`config.mk`:
```
export PLATFORM = sky130hd
export DESIGN_NAME = sleep_seq_top
export DESIGN_NICKNAME = d
export VERILOG_FILES = /design/src/rtl/slp_pkg.sv /design/src/rtl/slp_rst_sync.sv /design/src/rtl/slp_entry_dec.sv /design/src/rtl/slp_wake_sel.sv /design/src/rtl/slp_pin_hold.sv /design/src/rtl/sleep_seq_top.sv
export SDC_FILE = /design/constraint.sdc
export NUM_CORES = 1
export LEC_CHECK = 0
export BUFFER_PORTS_ARGS = -buffer_cell sky130_fd_sc_hd__buf_2
export CAP_MARGIN = 10
export CORE_UTILIZATION = 26
export DETAILED_ROUTE_END_ITERATION = 6
export MAX_ROUTING_LAYER = met4
export SLEW_MARGIN = 10
export SYNTH_ARGS = -nofsm -noshare
export SYNTH_HDL_FRONTEND = slang
export SYNTH_SLANG_ARGS = --single-unit
```
`constraint.sdc`:
```
create_clock -name clk_i -period 2.1 [get_ports clk_i]
set_clock_uncertainty 0.15 [all_clocks]
set_input_delay 0.63 -clock clk_i [delete_from_list [all_inputs] [get_ports clk_i]]
set_output_delay 0.63 -clock clk_i [all_outputs]
set_load 0.03 [all_outputs]
```
`src/rtl/slp_pkg.sv`:
```
package slp_pkg;

  typedef enum logic [1:0] {
    MODE_RUN     = 2'd0,
    MODE_SLEEP   = 2'd1,
    MODE_LPRUN   = 2'd2,
    MODE_LPSLEEP = 2'd3
  } mode_e;

  typedef enum logic [1:0] {
    CAUSE_NONE = 2'd0,
    CAUSE_WFI  = 2'd1,
    CAUSE_WFE  = 2'd2,
    CAUSE_SOE  = 2'd3
  } cause_e;

  typedef enum logic [1:0] {
    RSN_NONE = 2'd0,
    RSN_IRQ  = 2'd1,
    RSN_EVT  = 2'd2
  } rsn_e;

  // Bit 0 of the mode marks a sleep state, bit 1 marks low power.
  localparam int MODE_SLEEP_BIT = 0;
  localparam int MODE_LP_BIT    = 1;

endpackage

```
`src/rtl/slp_rst_sync.sv`:
```
module slp_rst_sync #(
  parameter int STAGES = 2
) (
  input  logic clk_i,
  input  logic rst_n_i,
  output logic rst_n_o
);
  logic [STAGES-1:0] sync_q;

  always_ff @(posedge clk_i or negedge rst_n_i) begin
    if (!rst_n_i) sync_q <= '0;
    else          sync_q <= {sync_q[STAGES-2:0], 1'b1};
  end

  assign rst_n_o = sync_q[STAGES-1];
endmodule

```
`src/rtl/slp_entry_dec.sv`:
```
module slp_entry_dec
  import slp_pkg::*;
(
  input  logic   wfi_req_i,
  input  logic   wfe_req_i,
  input  logic   exc_ret_i,
  input  logic   deep_sel_i,
  input  logic   sleep_after_isr_i,
  input  logic   irq_pend_any_i,
  input  logic   evt_pend_any_i,
  output logic   enter_o,
  output cause_e cause_o
);
  // Fixed order: WFI first, then WFE, then the exception-return path.
  always_comb begin
    enter_o = 1'b0;
    cause_o = CAUSE_NONE;
    if (!deep_sel_i) begin
      if (wfi_req_i) begin
        enter_o = !irq_pend_any_i;
        cause_o = CAUSE_WFI;
      end else if (wfe_req_i) begin
        enter_o = !evt_pend_any_i;
        cause_o = CAUSE_WFE;
      end else if (exc_ret_i && sleep_after_isr_i) begin
        enter_o = !irq_pend_any_i;
        cause_o = CAUSE_SOE;
      end
    end
    if (!enter_o) cause_o = CAUSE_NONE;
  end
endmodule

```
`src/rtl/slp_wake_sel.sv`:
```
module slp_wake_sel
  import slp_pkg::*;
#(
  parameter int N_IRQ = 16,
  parameter int N_EVT = 8
) (
  input  logic             clk_i,
  input  logic             rst_n_i,
  input  cause_e           cause_i,
  input  logic             wake_any_pend_i,
  input  logic [N_IRQ-1:0] irq_en_pend_i,
  input  logic [N_IRQ-1:0] irq_dis_pend_i,
  input  logic [N_EVT-1:0] wake_evt_i,
  output logic             wake_o,
  output rsn_e             rsn_o
);
  logic [N_IRQ-1:0] pend_all;
  logic [N_IRQ-1:0] pend_q;
  logic [N_IRQ-1:0] pend_rise;
  logic             irq_any, evt_any, rise_any;

  assign pend_all  = irq_en_pend_i | irq_dis_pend_i;
  assign pend_rise = pend_all & ~pend_q;
  assign irq_any   = |irq_en_pend_i;
  assign evt_any   = |wake_evt_i;
  assign rise_any  = |pend_rise;

  always_ff @(posedge clk_i or negedge rst_n_i) begin
    if (!rst_n_i) pend_q <= '0;
    else          pend_q <= pend_all;
  end

  always_comb begin
    wake_o = 1'b0;
    rsn_o  = RSN_NONE;
    unique case (cause_i)
      CAUSE_WFI, CAUSE_SOE: begin
        wake_o = irq_any;
        rsn_o  = irq_any ? RSN_IRQ : RSN_NONE;
      end
      CAUSE_WFE: begin
        if (evt_any) begin
          wake_o = 1'b1;
          rsn_o  = RSN_EVT;
        end else if (wake_any_pend_i && rise_any) begin
          wake_o = 1'b1;
          rsn_o  = RSN_IRQ;
        end
      end
      default: begin
        wake_o = 1'b0;
        rsn_o  = RSN_NONE;
      end
    endcase
  end
endmodule

```
`src/rtl/slp_pin_hold.sv`:
```
module slp_pin_hold #(
  parameter int W = 8
) (
  input  logic         clk_i,
  input  logic         rst_n_i,
  input  logic         ld_i,
  input  logic [W-1:0] d_i,
  output logic [W-1:0] q_o
);
  logic [W-1:0] q_r, q_n;

  always_comb q_n = ld_i ? d_i : q_r;

  always_ff @(posedge clk_i or negedge rst_n_i) begin
    if (!rst_n_i) q_r <= '0;
    else          q_r <= q_n;
  end

  assign q_o = q_r;
endmodule

```
`src/rtl/sleep_seq_top.sv`:
```
module sleep_seq_top
  import slp_pkg::*;
#(
  parameter int N_IRQ = 16,
  parameter int N_EVT = 8,
  parameter int N_PIN = 8
) (
  input  logic             clk_i,
  input  logic             rst_n_i,
  input  logic             wfi_req_i,
  input  logic             wfe_req_i,
  input  logic             exc_ret_i,
  input  logic             deep_sel_i,
  input  logic             sleep_after_isr_i,
  input  logic             wake_any_pend_i,
  input  logic             lp_run_i,
  input  logic [N_IRQ-1:0] irq_en_pend_i,
  input  logic [N_IRQ-1:0] irq_dis_pend_i,
  input  logic [N_EVT-1:0] wake_evt_i,
  input  logic [N_PIN-1:0] pin_d_i,
  output logic [1:0]       mode_o,
  output logic             clk_en_o,
  output logic [1:0]       cause_o,
  output logic [1:0]       wake_rsn_o,
  output logic [N_PIN-1:0] pin_q_o
);
  logic   rst_n_s;
  logic   enter;
  cause_e ent_cause;
  logic   wake;
  rsn_e   wake_rsn;

  mode_e  mode_q, mode_n;
  cause_e cause_q, cause_n;
  rsn_e   rsn_q, rsn_n;
  logic   clk_en_q, clk_en_n;
  logic   asleep, in_lp;

  slp_rst_sync #(.STAGES(2)) u_rst (
    .clk_i   (clk_i),
    .rst_n_i (rst_n_i),
    .rst_n_o (rst_n_s)
  );

  slp_entry_dec u_ent (
    .wfi_req_i         (wfi_req_i),
    .wfe_req_i         (wfe_req_i),
    .exc_ret_i         (exc_ret_i),
    .deep_sel_i        (deep_sel_i),
    .sleep_after_isr_i (sleep_after_isr_i),
    .irq_pend_any_i    (|irq_en_pend_i),
    .evt_pend_any_i    (|wake_evt_i),
    .enter_o           (enter),
    .cause_o           (ent_cause)
  );

  slp_wake_sel #(.N_IRQ(N_IRQ), .N_EVT(N_EVT)) u_wake (
    .clk_i           (clk_i),
    .rst_n_i         (rst_n_s),
    .cause_i         (cause_q),
    .wake_any_pend_i (wake_any_pend_i),
    .irq_en_pend_i   (irq_en_pend_i),
    .irq_dis_pend_i  (irq_dis_pend_i),
    .wake_evt_i      (wake_evt_i),
    .wake_o          (wake),
    .rsn_o           (wake_rsn)
  );

  assign asleep = mode_q[MODE_SLEEP_BIT];
  assign in_lp  = mode_q[MODE_LP_BIT];

  slp_pin_hold #(.W(N_PIN)) u_pins (
    .clk_i   (clk_i),
    .rst_n_i (rst_n_s),
    .ld_i    (!asleep),
    .d_i     (pin_d_i),
    .q_o     (pin_q_o)
  );

  always_comb begin
    mode_n   = mode_q;
    cause_n  = cause_q;
    clk_en_n = clk_en_q;
    rsn_n    = RSN_NONE;
    if (asleep) begin
      if (wake) begin
        mode_n   = in_lp ? MODE_LPRUN : MODE_RUN;
        cause_n  = CAUSE_NONE;
        clk_en_n = 1'b1;
        rsn_n    = wake_rsn;
      end
    end else if (enter) begin
      mode_n   = in_lp ? MODE_LPSLEEP : MODE_SLEEP;
      cause_n  = ent_cause;
      clk_en_n = 1'b0;
    end else begin
      mode_n   = lp_run_i ? MODE_LPRUN : MODE_RUN;
      cause_n  = CAUSE_NONE;
      clk_en_n = 1'b1;
    end
  end

  always_ff @(posedge clk_i or negedge rst_n_s) begin
    if (!rst_n_s) begin
      mode_q   <= MODE_RUN;
      cause_q  <= CAUSE_NONE;
      clk_en_q <= 1'b1;
      rsn_q    <= RSN_NONE;
    end else begin
      mode_q   <= mode_n;
      cause_q  <= cause_n;
      clk_en_q <= clk_en_n;
      rsn_q    <= rsn_n;
    end
  end

  assign mode_o     = mode_q;
  assign cause_o    = cause_q;
  assign clk_en_o   = clk_en_q;
  assign wake_rsn_o = rsn_q;
endmodule

```
======== Yosys cells after proc, flatten, opt, wreduce, memory -nomap -nowiden ========
Index checks and enable logic that the tools add are counted.
storage, ports and cells
  output and inout port bits .............. 15
  register bits ........................... 33
  bits in latches ......................... 0
  RAM bits ................................ 0
  memories kept ........................... 0
  logic and storage cells ................. 52
  input port bits ......................... 57
  memory bits (read-only) ................. 0
operators by class
  multiplexer cells ....................... 29
  multiply operators ...................... 0
  equality and inequality tests ........... 4
  $lt $le $gt $ge ......................... 0
  shift operators ......................... 0
  div/mod/pow operators ................... 0
  add/sub/neg operators ................... 0
  reduce and logical (&&, ||, !) cells .... 8
  bitwise operators ....................... 3
operator list
  operator                                              count
  2-to-1 mux 2 bit                                      16
  OR reduction 16 bit                                   2
  AND 16 bit                                            1
  inverter 16 bit                                       1
  bitwise OR 16 bit                                     1
  2-to-1 mux 1 bit                                      11
  OR reduction 8 bit                                    1
  equality test 2 bit (second input constant)           2
  case mux 2 bit (2 select lines)                       1
  equality test 2 x 1 -> 1 bit (second input constant)  1
  logical AND 1 bit                                     2
  logical NOT 1 bit                                     2
  != test 2 x 1 -> 1 bit (second input constant)        1
  case mux 1 bit (2 select lines)                       1
  OR reduction 2 bit                                    1

======== Depth between registers and ports, before layout ========
Gate-level depths: netlist of the first run.
  depth after elaboration ................. 9
  depth in mapped cells ................... 6
  depth with buffers taken out ............ 6

======== By module ========
Synthesis of the first run repeated with hierarchy kept, for this count alone.
unflattened totals
  cell total of the unflattened synthesis .. 122
  area total of the unflattened synthesis .. 1493.9 µm²
by module, submodules not included
  module         cells each  instances  area an instance (µm²)  sequential area each (µm²)
  slp_wake_sel   68          1          738.2                   400.4
  slp_pin_hold   17          1          331.6                   200.2
  sleep_seq_top  27          1          312.8                   176.4
  slp_entry_dec  7           1          57.6                    0.0
  slp_rst_sync   3           1          53.8                    50.0

======== Worst setup path after synthesis of the first run ========
Ideal clock, no wire load.
  kind .................................... input to register
  start ................................... input wake_evt_i[1]
  end ..................................... register mode_q[1], in the netlist mode_o[1]
  stages .................................. 6
  slack ................................... 0.152 ns
  data required time ...................... 1.825 ns
  library setup time ...................... 0.125 ns
  arrival ................................. 1.673 ns
  path buffers ............................ 0
  path through ............................ nor4_2 > and2_1 > nand2_1 > o22ai_2 > a21oi_1 > mux2_4
between the ends
  cells in the longest elaborated chain, start to end .. 7
  elaborated cells on any way between the ends .. 10
  those cells by class .................... eq/ne: 1; mux: 7; reduce/logical: 2
ends and longest elaborated chain
  item                    line                                     source
  start, declared         sleep_seq_top.sv:19                      input logic [N_EVT-1:0] wake_evt_i,
  OR reduction 8 bit (*)  slp_wake_sel.sv:25, sleep_seq_top.sv:52
  logical NOT 1 bit       slp_entry_dec.sv:23                      enter_o = !evt_pend_any_i;
  2-to-1 mux 1 bit        slp_entry_dec.sv:22                      end else if (wfe_req_i) begin
  2-to-1 mux 1 bit        slp_entry_dec.sv:19                      if (wfi_req_i) begin
  2-to-1 mux 1 bit        slp_entry_dec.sv:18                      if (!deep_sel_i) begin
  2-to-1 mux 2 bit        sleep_seq_top.sv:92                      end else if (enter) begin
  2-to-1 mux 2 bit        sleep_seq_top.sv:85                      if (asleep) begin
  end signal, assigned    sleep_seq_top.sv:110                     mode_q <= mode_n;
  end, declared           sleep_seq_top.sv:33                      mode_e mode_q, mode_n;
Every way passes the cells marked *; elsewhere a longest branch is shown, timed or not.
A chain may end at the register's enable or synchronous reset.

======== Worst setup path in the final report of the first run ========
  start ................................... input irq_en_pend_i[13]
  end ..................................... register mode_q[1], in the netlist mode_o[1]
between the ends
  cells in the longest elaborated chain, start to end .. 8
  elaborated cells on any way between the ends .. 16
  those cells by class .................... eq/ne: 1; mux: 9; bitwise: 2; reduce/logical: 4
ends and longest elaborated chain
  item                                                                         line                                                          source
  start, declared                                                              sleep_seq_top.sv:17                                           input logic [N_IRQ-1:0] irq_en_pend_i,
  bitwise OR 16 bit / OR reduction 16 bit (equally long branches)              slp_wake_sel.sv:22, slp_wake_sel.sv:24, sleep_seq_top.sv:51
  AND 16 bit / logical NOT 1 bit (equally long branches)                       slp_wake_sel.sv:23, slp_entry_dec.sv:20, slp_entry_dec.sv:26
  OR reduction 16 bit / 2-to-1 mux 1 bit (equally long branches)               slp_wake_sel.sv:26, slp_entry_dec.sv:25
  logical AND 1 bit / 2-to-1 mux 1 bit (equally long branches)                 slp_wake_sel.sv:45, slp_entry_dec.sv:22
  2-to-1 mux 1 bit (on tied branches)                                          slp_wake_sel.sv:45, slp_entry_dec.sv:19
  2-to-1 mux 1 bit (on tied branches)                                          slp_wake_sel.sv:42, slp_entry_dec.sv:18
  case mux 1 bit (2 select lines) / 2-to-1 mux 2 bit (equally long branches)   slp_wake_sel.sv:36, sleep_seq_top.sv:92
  != test 2 x 1 -> 1 bit (no line) / 2-to-1 mux 2 bit (equally long branches)  n/a
Parallel ways exist; a longest one is shown, timed or not.

==> out/results.txt, run 1 <==
Starting Density: 27.0%
largest net degree at the start of global routing: 27
period utilization: 90.0%
final hold violations: 0
post-synthesis mux area share: 7.62%
first-pass GRT wire length: 5.15 mm
Adder-Cell Fraction of Synth Area: 0%
Crit Path Max Fanout: 3
crit path kind: primary input to register
simple logic cell fraction of the synthesized area: 15.5%
number of diodes: 0
Syn Inst Count: 120
asr flop ratio synth: 100%
H-tree depth: 2
Synth Area in Compound Gates: 12.3%
unrepaired setup endpoints after global routing: no
Worst-Skew Late Latency: 0.28 ns
number of distinct library cells after synthesis: 33
DP HPWL: 2.46 mm
share of cells above drive strength 1: 50.5%
syn nets: 177
power per cell area: 707 nW/µm²
cell area after synthesis: 1380 µm²
Fmax: 529 MHz
DRT Pass-1 Iters: 4
Slew Viols, Final: 0
fin worst setup slack: 0.209 ns
Routed WL per cell: 10.9 µm
outcome: complete, no violations
vias in the first global route: 1,194
Area contributors post-synth: dfrtp_1 58%, mux2_2 6.5%, inv_1 4.1%
Synthesis Warnings: 0
GRT Residual Overflow: 0
Synth Area per Inst: 11.5 µm²
Synth Flop Type: dfrtp_1
post-layout util: 39.0%
root buffer cell: clkbuf_8
Final setup viols: 0
cell taking the most area after synthesis: dfrtp_1
GP Congestion: 0.829
die area: 5600 µm²
Clock Tree Buf Depth: 2
largest family of logic cells by synthesized area: simple AND/OR/NAND/NOR gates
CTS Sinks: 33
Cell Rows: 26
Post-DRT Antenna Nets: 0
Seq/Total Area, Yosys: 60.0%
total CTS buffers: 5
Max-Cap Viols: 0
DR vias/cell: 4.25
number of flops mapped to enable cells by yosys: 0
Starting DRT DRC Count: 40
final WL: 3.02 mm
Final Net Count: 263
die height: 74.8 µm
I/O pins: 72
top-count cell post-synth: dfrtp_1
fin crit period: 1.89 ns
Post-route DRC: 0
Leak: 0.977 nW
TritonCTS clock tree: done
Post-Place Setup Slack: -0.133 ns
clk slew on worst S/H paths: 0.07 ns
CP Capture Type: register
CP startpoint kind: primary input
Core ar.: 5110 µm²
vias: 1,173
Overall Global Routing Usage: 13.2%
CP required: 2.11 ns
Die Wd: 74.8 µm
Post-synth top cells: 32 x dfrtp_1, 15 x inv_1, 12 x nor2_1
initial antenna violation count: 0
port bufs: 71
post-synthesis sequential element count: 33
Yosys top cell area share: 58.1%
Area Overhead vs Synth: 44.6%
Max IR drop VDD: 460 µV
hold crit path type: register to asynchronous set/reset pin
post-synthesis xor/xnor area fraction: 0%
Crit path arrival time: 1.91 ns
[flip-flops by register name, indices dropped and copies added, names as in the netlist]
register and count:
u_wake.pend_q 16, u_pins.q_o 8, cause_o 2, mode_o 2, u_rst.sync_q 2, wake_rsn_o 2
clk_en_o 1
[where the power goes]
group          internal [mW]  switching (mW)  leakage, nW
combinational         0.0863          0.0855        0.550
sequential             0.663         0.00955        0.373
clock                  0.345           0.222       0.0540
total                   1.09           0.317        0.977
[cells in the final DEF, fill, tap and decap left out, drive strengths merged, types with 2 or more instances in the layout]
cell type / n
o22ai: 5
buf: 78
nor4: 6
and2: 2
o21ai: 2
nor3: 2
clkbuf: 5
nor2: 12
dfrtp: 32
or2: 7
o21bai: 4
a221oi: 2
mux2: 9
dlygate4sd3: 2
nand2: 7
inv: 15
[metrics by stage]
| stage | power (mW) | cell area, µm² | setup TNS (ns) | hold slack, ns | cells |
|---|---|---|---|---|---|
| floorplan | 0.764 | 1380 | 0 | 0.181 | 120 |
| global placement | 0.855 | 1870 | -0.144 | -0.0595 | 267 |
| detailed placement | 0.857 | 1870 | -0.168 | -0.0558 | 267 |
| CTS | 1.44 | 1990 | 0 | 0.125 | 276 |
| global route | 1.49 | 1990 | 0 | 0.167 | 276 |
| finish | 1.41 | 1990 | 0 | 0.110 | 276 |
[worst paths after layout]
check | start | endpoint | slack [ns] | depth (start not counted)
worst max-delay path | irq_en_pend_i[13] | mode_o[1] | 0.21 | 6
min in group clk_i | u_rst.sync_q[0] | u_rst.sync_q[1] | 0.20 | 0
worst min register to register | u_rst.sync_q[1] | u_wake.pend_q[4] | 0.11 | 1
worst min-delay path | u_rst.sync_q[1] | u_wake.pend_q[4] | 0.11 | 1
max in group asynchronous | u_rst.sync_q[1] | u_pins.q_o[6] | 1.11 | 1
worst max register to register | u_wake.pend_q[6] | clk_en_o | 0.40 | 6
[area by class of cell]
class | count | area [µm²]
clock buffer | 5 | 68.8
fill | 535 | 3110
clock inverter | 2 | 35.0
multi-input combinational | 71 | 492
tap | 70 | 87.6
sequential | 33 | 827
inverter | 15 | 56.3
timing repair buffer | 80 | 428
[cells by family (layout without fill, tap and decap cells)]
family / after synthesis / count (layout)
compound gates: 21 / 21
buf+inv: 16 / 102
flops: 33 / 33
mux: 9 / 9
other cells: 1 / 1
simple gates: 40 / 40
[timing repair]
action / in CTS / in global routing
setup endpoints to repair: 0 / 0
buffers inserted: 0 / 0
resized for setup: 0 / 0
hold buffers: 2 / 0
endpoints found under the hold margin: 7 / 0
[critical path, stage by stage]
cell,delay [ns]
buf_2,0.10
nor4_1,0.31
nand4_1,0.26
o22ai_2,0.20
a21oi_1,0.11
mux2_4,0.30
[layer usage]
layer	vias to the layer above	wire (µm)	GRT usage [%]
li1	582	-	-
met1	543	1250	14.2
met2	35	1500	20.7
met3	13	130	3.35
met4	0	132	10.3
met5	-	0	-
Note: power is estimated with default switching activity, not from simulation.
==> inputs of run 2 (changes only) <==
Settings changed: ABC_AREA from default to 1.
==> out/results.txt, run 2 <==
H-tree depth: 2
Max IR drop VDD: 348 µV
Seq/Total Area, Yosys: 57.4%
largest net degree at the start of global routing: 32
Routed WL per cell: 9.20 µm
Starting DRT DRC Count: 19
Biggest register: u_wake.pend_q
Worst-Skew Late Latency: 0.28 ns
number of flops mapped to enable cells by yosys: 0
DRT Pass-1 Iters: 4
Crit path arrival time: 1.00 ns
Post-route DRC: 0
Slew Viols, Final: 0
top-count cell post-synth: nor2_1
Die Wd: 76.4 µm
die area: 5840 µm²
port bufs: 71
max incr delay on CP: 0.53 ns
TritonCTS clock tree: done
final hold violations: 0
commonest non-fill, non-tap cell in the layout: buf_2
die height: 76.4 µm
initial antenna violation count: 0
Leak: 1.05 nW
crit path kind: register to primary output
Crit Path Max Fanout: 2
DR vias/cell: 3.93
placed instance area: 1890 µm²
cell area after synthesis: 1440 µm²
Slowest cell on crit path: dfstp_2
crit path cell chain: buf_2
Clock Tree Buf Depth: 2
Final Net Count: 316
# Post-CTS Setup Buffers: 0
outcome: complete, no violations
post-synthesis sequential element count: 33
number of distinct library cells after synthesis: 21
period utilization: 84.6%
GP Congestion: 0.709
placed insts: 321
first-pass GRT wire length: 5.34 mm
TNS Setup: 0 ns
Yosys top cell area share: 55.6%
Fmax: 563 MHz
asr flop ratio synth: 100%
Synth Area per Inst: 8.00 µm²
hold crit path type: register to asynchronous set/reset pin
final WL: 3.04 mm
Overall Global Routing Usage: 12.0%
Synth Flop Type: dfrtp_1
Max-Cap Viols: 0
vias in the first global route: 1,239
CP Capture Type: primary output
GRT Residual Overflow: 0
Post-Place Setup Slack: 0.118 ns
CP required: 1.32 ns
share of cells above drive strength 1: 33.8%
Final setup viols: 0
clk slew on worst S/H paths: 0.06 ns
worst hold slack: 0.108 ns
CTS Sinks: 33
Core ar.: 5200 µm²
Post-synth top cells: 50 x nor2_1, 49 x nand2_1, 32 x dfrtp_1
Cell Rows: 26
Syn Inst Count: 180
vias: 1,296
fin crit period: 1.78 ns
r2r setup slk: 0.75 ns
Area Overhead vs Synth: 39.8%
cell taking the most area after synthesis: dfrtp_1
commonest cells after routing, fill and taps aside: 71 x buf_2, 50 x nor2_1, 49 x nand2_1
max reg flops: 16
CP top delay family: flip-flops
Starting Density: 27.7%
unrepaired setup endpoints after global routing: no
root buffer cell: clkbuf_8
fin worst setup slack: 0.324 ns
Post-DRT Antenna Nets: 0
number of buffer and inverter stages on the critical path: 1
power per cell area: 721 nW/µm²
number of diodes: 0
CP startpoint kind: register
I/O pins: 72
post-route cell area: 2010 µm²
DP HPWL: 2.43 mm
Post-Layout Cell Count: 330
Area contributors post-synth: dfrtp_1 56%, nor2_1 13%, nand2_1 13%
Synthesis Warnings: 0
total CTS buffers: 5
syn nets: 237
-- run 2: cells by family after synthesis --
logic type / share of synthesized area, %
buffers and inverters: 6.78
AO/OA/AOI/OAI: 2.78
AND/OR/NAND/NOR: 32.8
other: 0.260
flip-flops: 57.4
-- run 2: per-stage QoR --
step                util, %  power (mW)
floorplan                 -       0.772
global placement       36.3       0.853
detailed placement     36.3       0.855
CTS                    38.7        1.48
global route           38.7        1.52
finish                 38.7        1.45
-- run 2: path summary, 6_finish.rpt --
check,startpoint,endpoint,cells past startpoint
min in group clk_i,u_rst.sync_q[0],u_rst.sync_q[1],0
max,clk_en_o,clk_en_o,1
min,u_rst.sync_q[1],cause_o[1],1
min reg2reg,u_rst.sync_q[1],cause_o[1],1
max reg2reg,u_wake.pend_q[0],clk_en_o,11
max in group asynchronous,rst_n_i,u_rst.sync_q[0],2
-- run 2: layout make-up --
type                       instances  area [µm²]
clock inverter                     1        30.0
inverter                          23        86.3
sequential                        33         827
timing repair buffer              74         380
fill                             558        3190
tap                               70        87.6
multi-input combinational        122         515
clock buffer                       7        86.3
-- run 2: layer usage --
layer  vias to the layer above  part of all wire (%)  global-route usage, %
li1                        694                     -                      -
met1                       552                    48                   14.1
met2                        45                    43                   18.5
met3                         5                   7.9                   4.91
met4                         0                   1.5                   4.04
met5                         -                     0                      -
-- run 2: power by group --
part	switching, mW	internal (mW)	total, mW
registers	0.00910	0.663	0.672
clock network	0.224	0.387	0.610
logic	0.0953	0.0727	0.168
total	0.328	1.12	1.45
-- run 2: timing repair --
action,CTS,global route
endpoints found under the hold margin,2,0
gates resized for setup,0,0
hold buffers,1,0
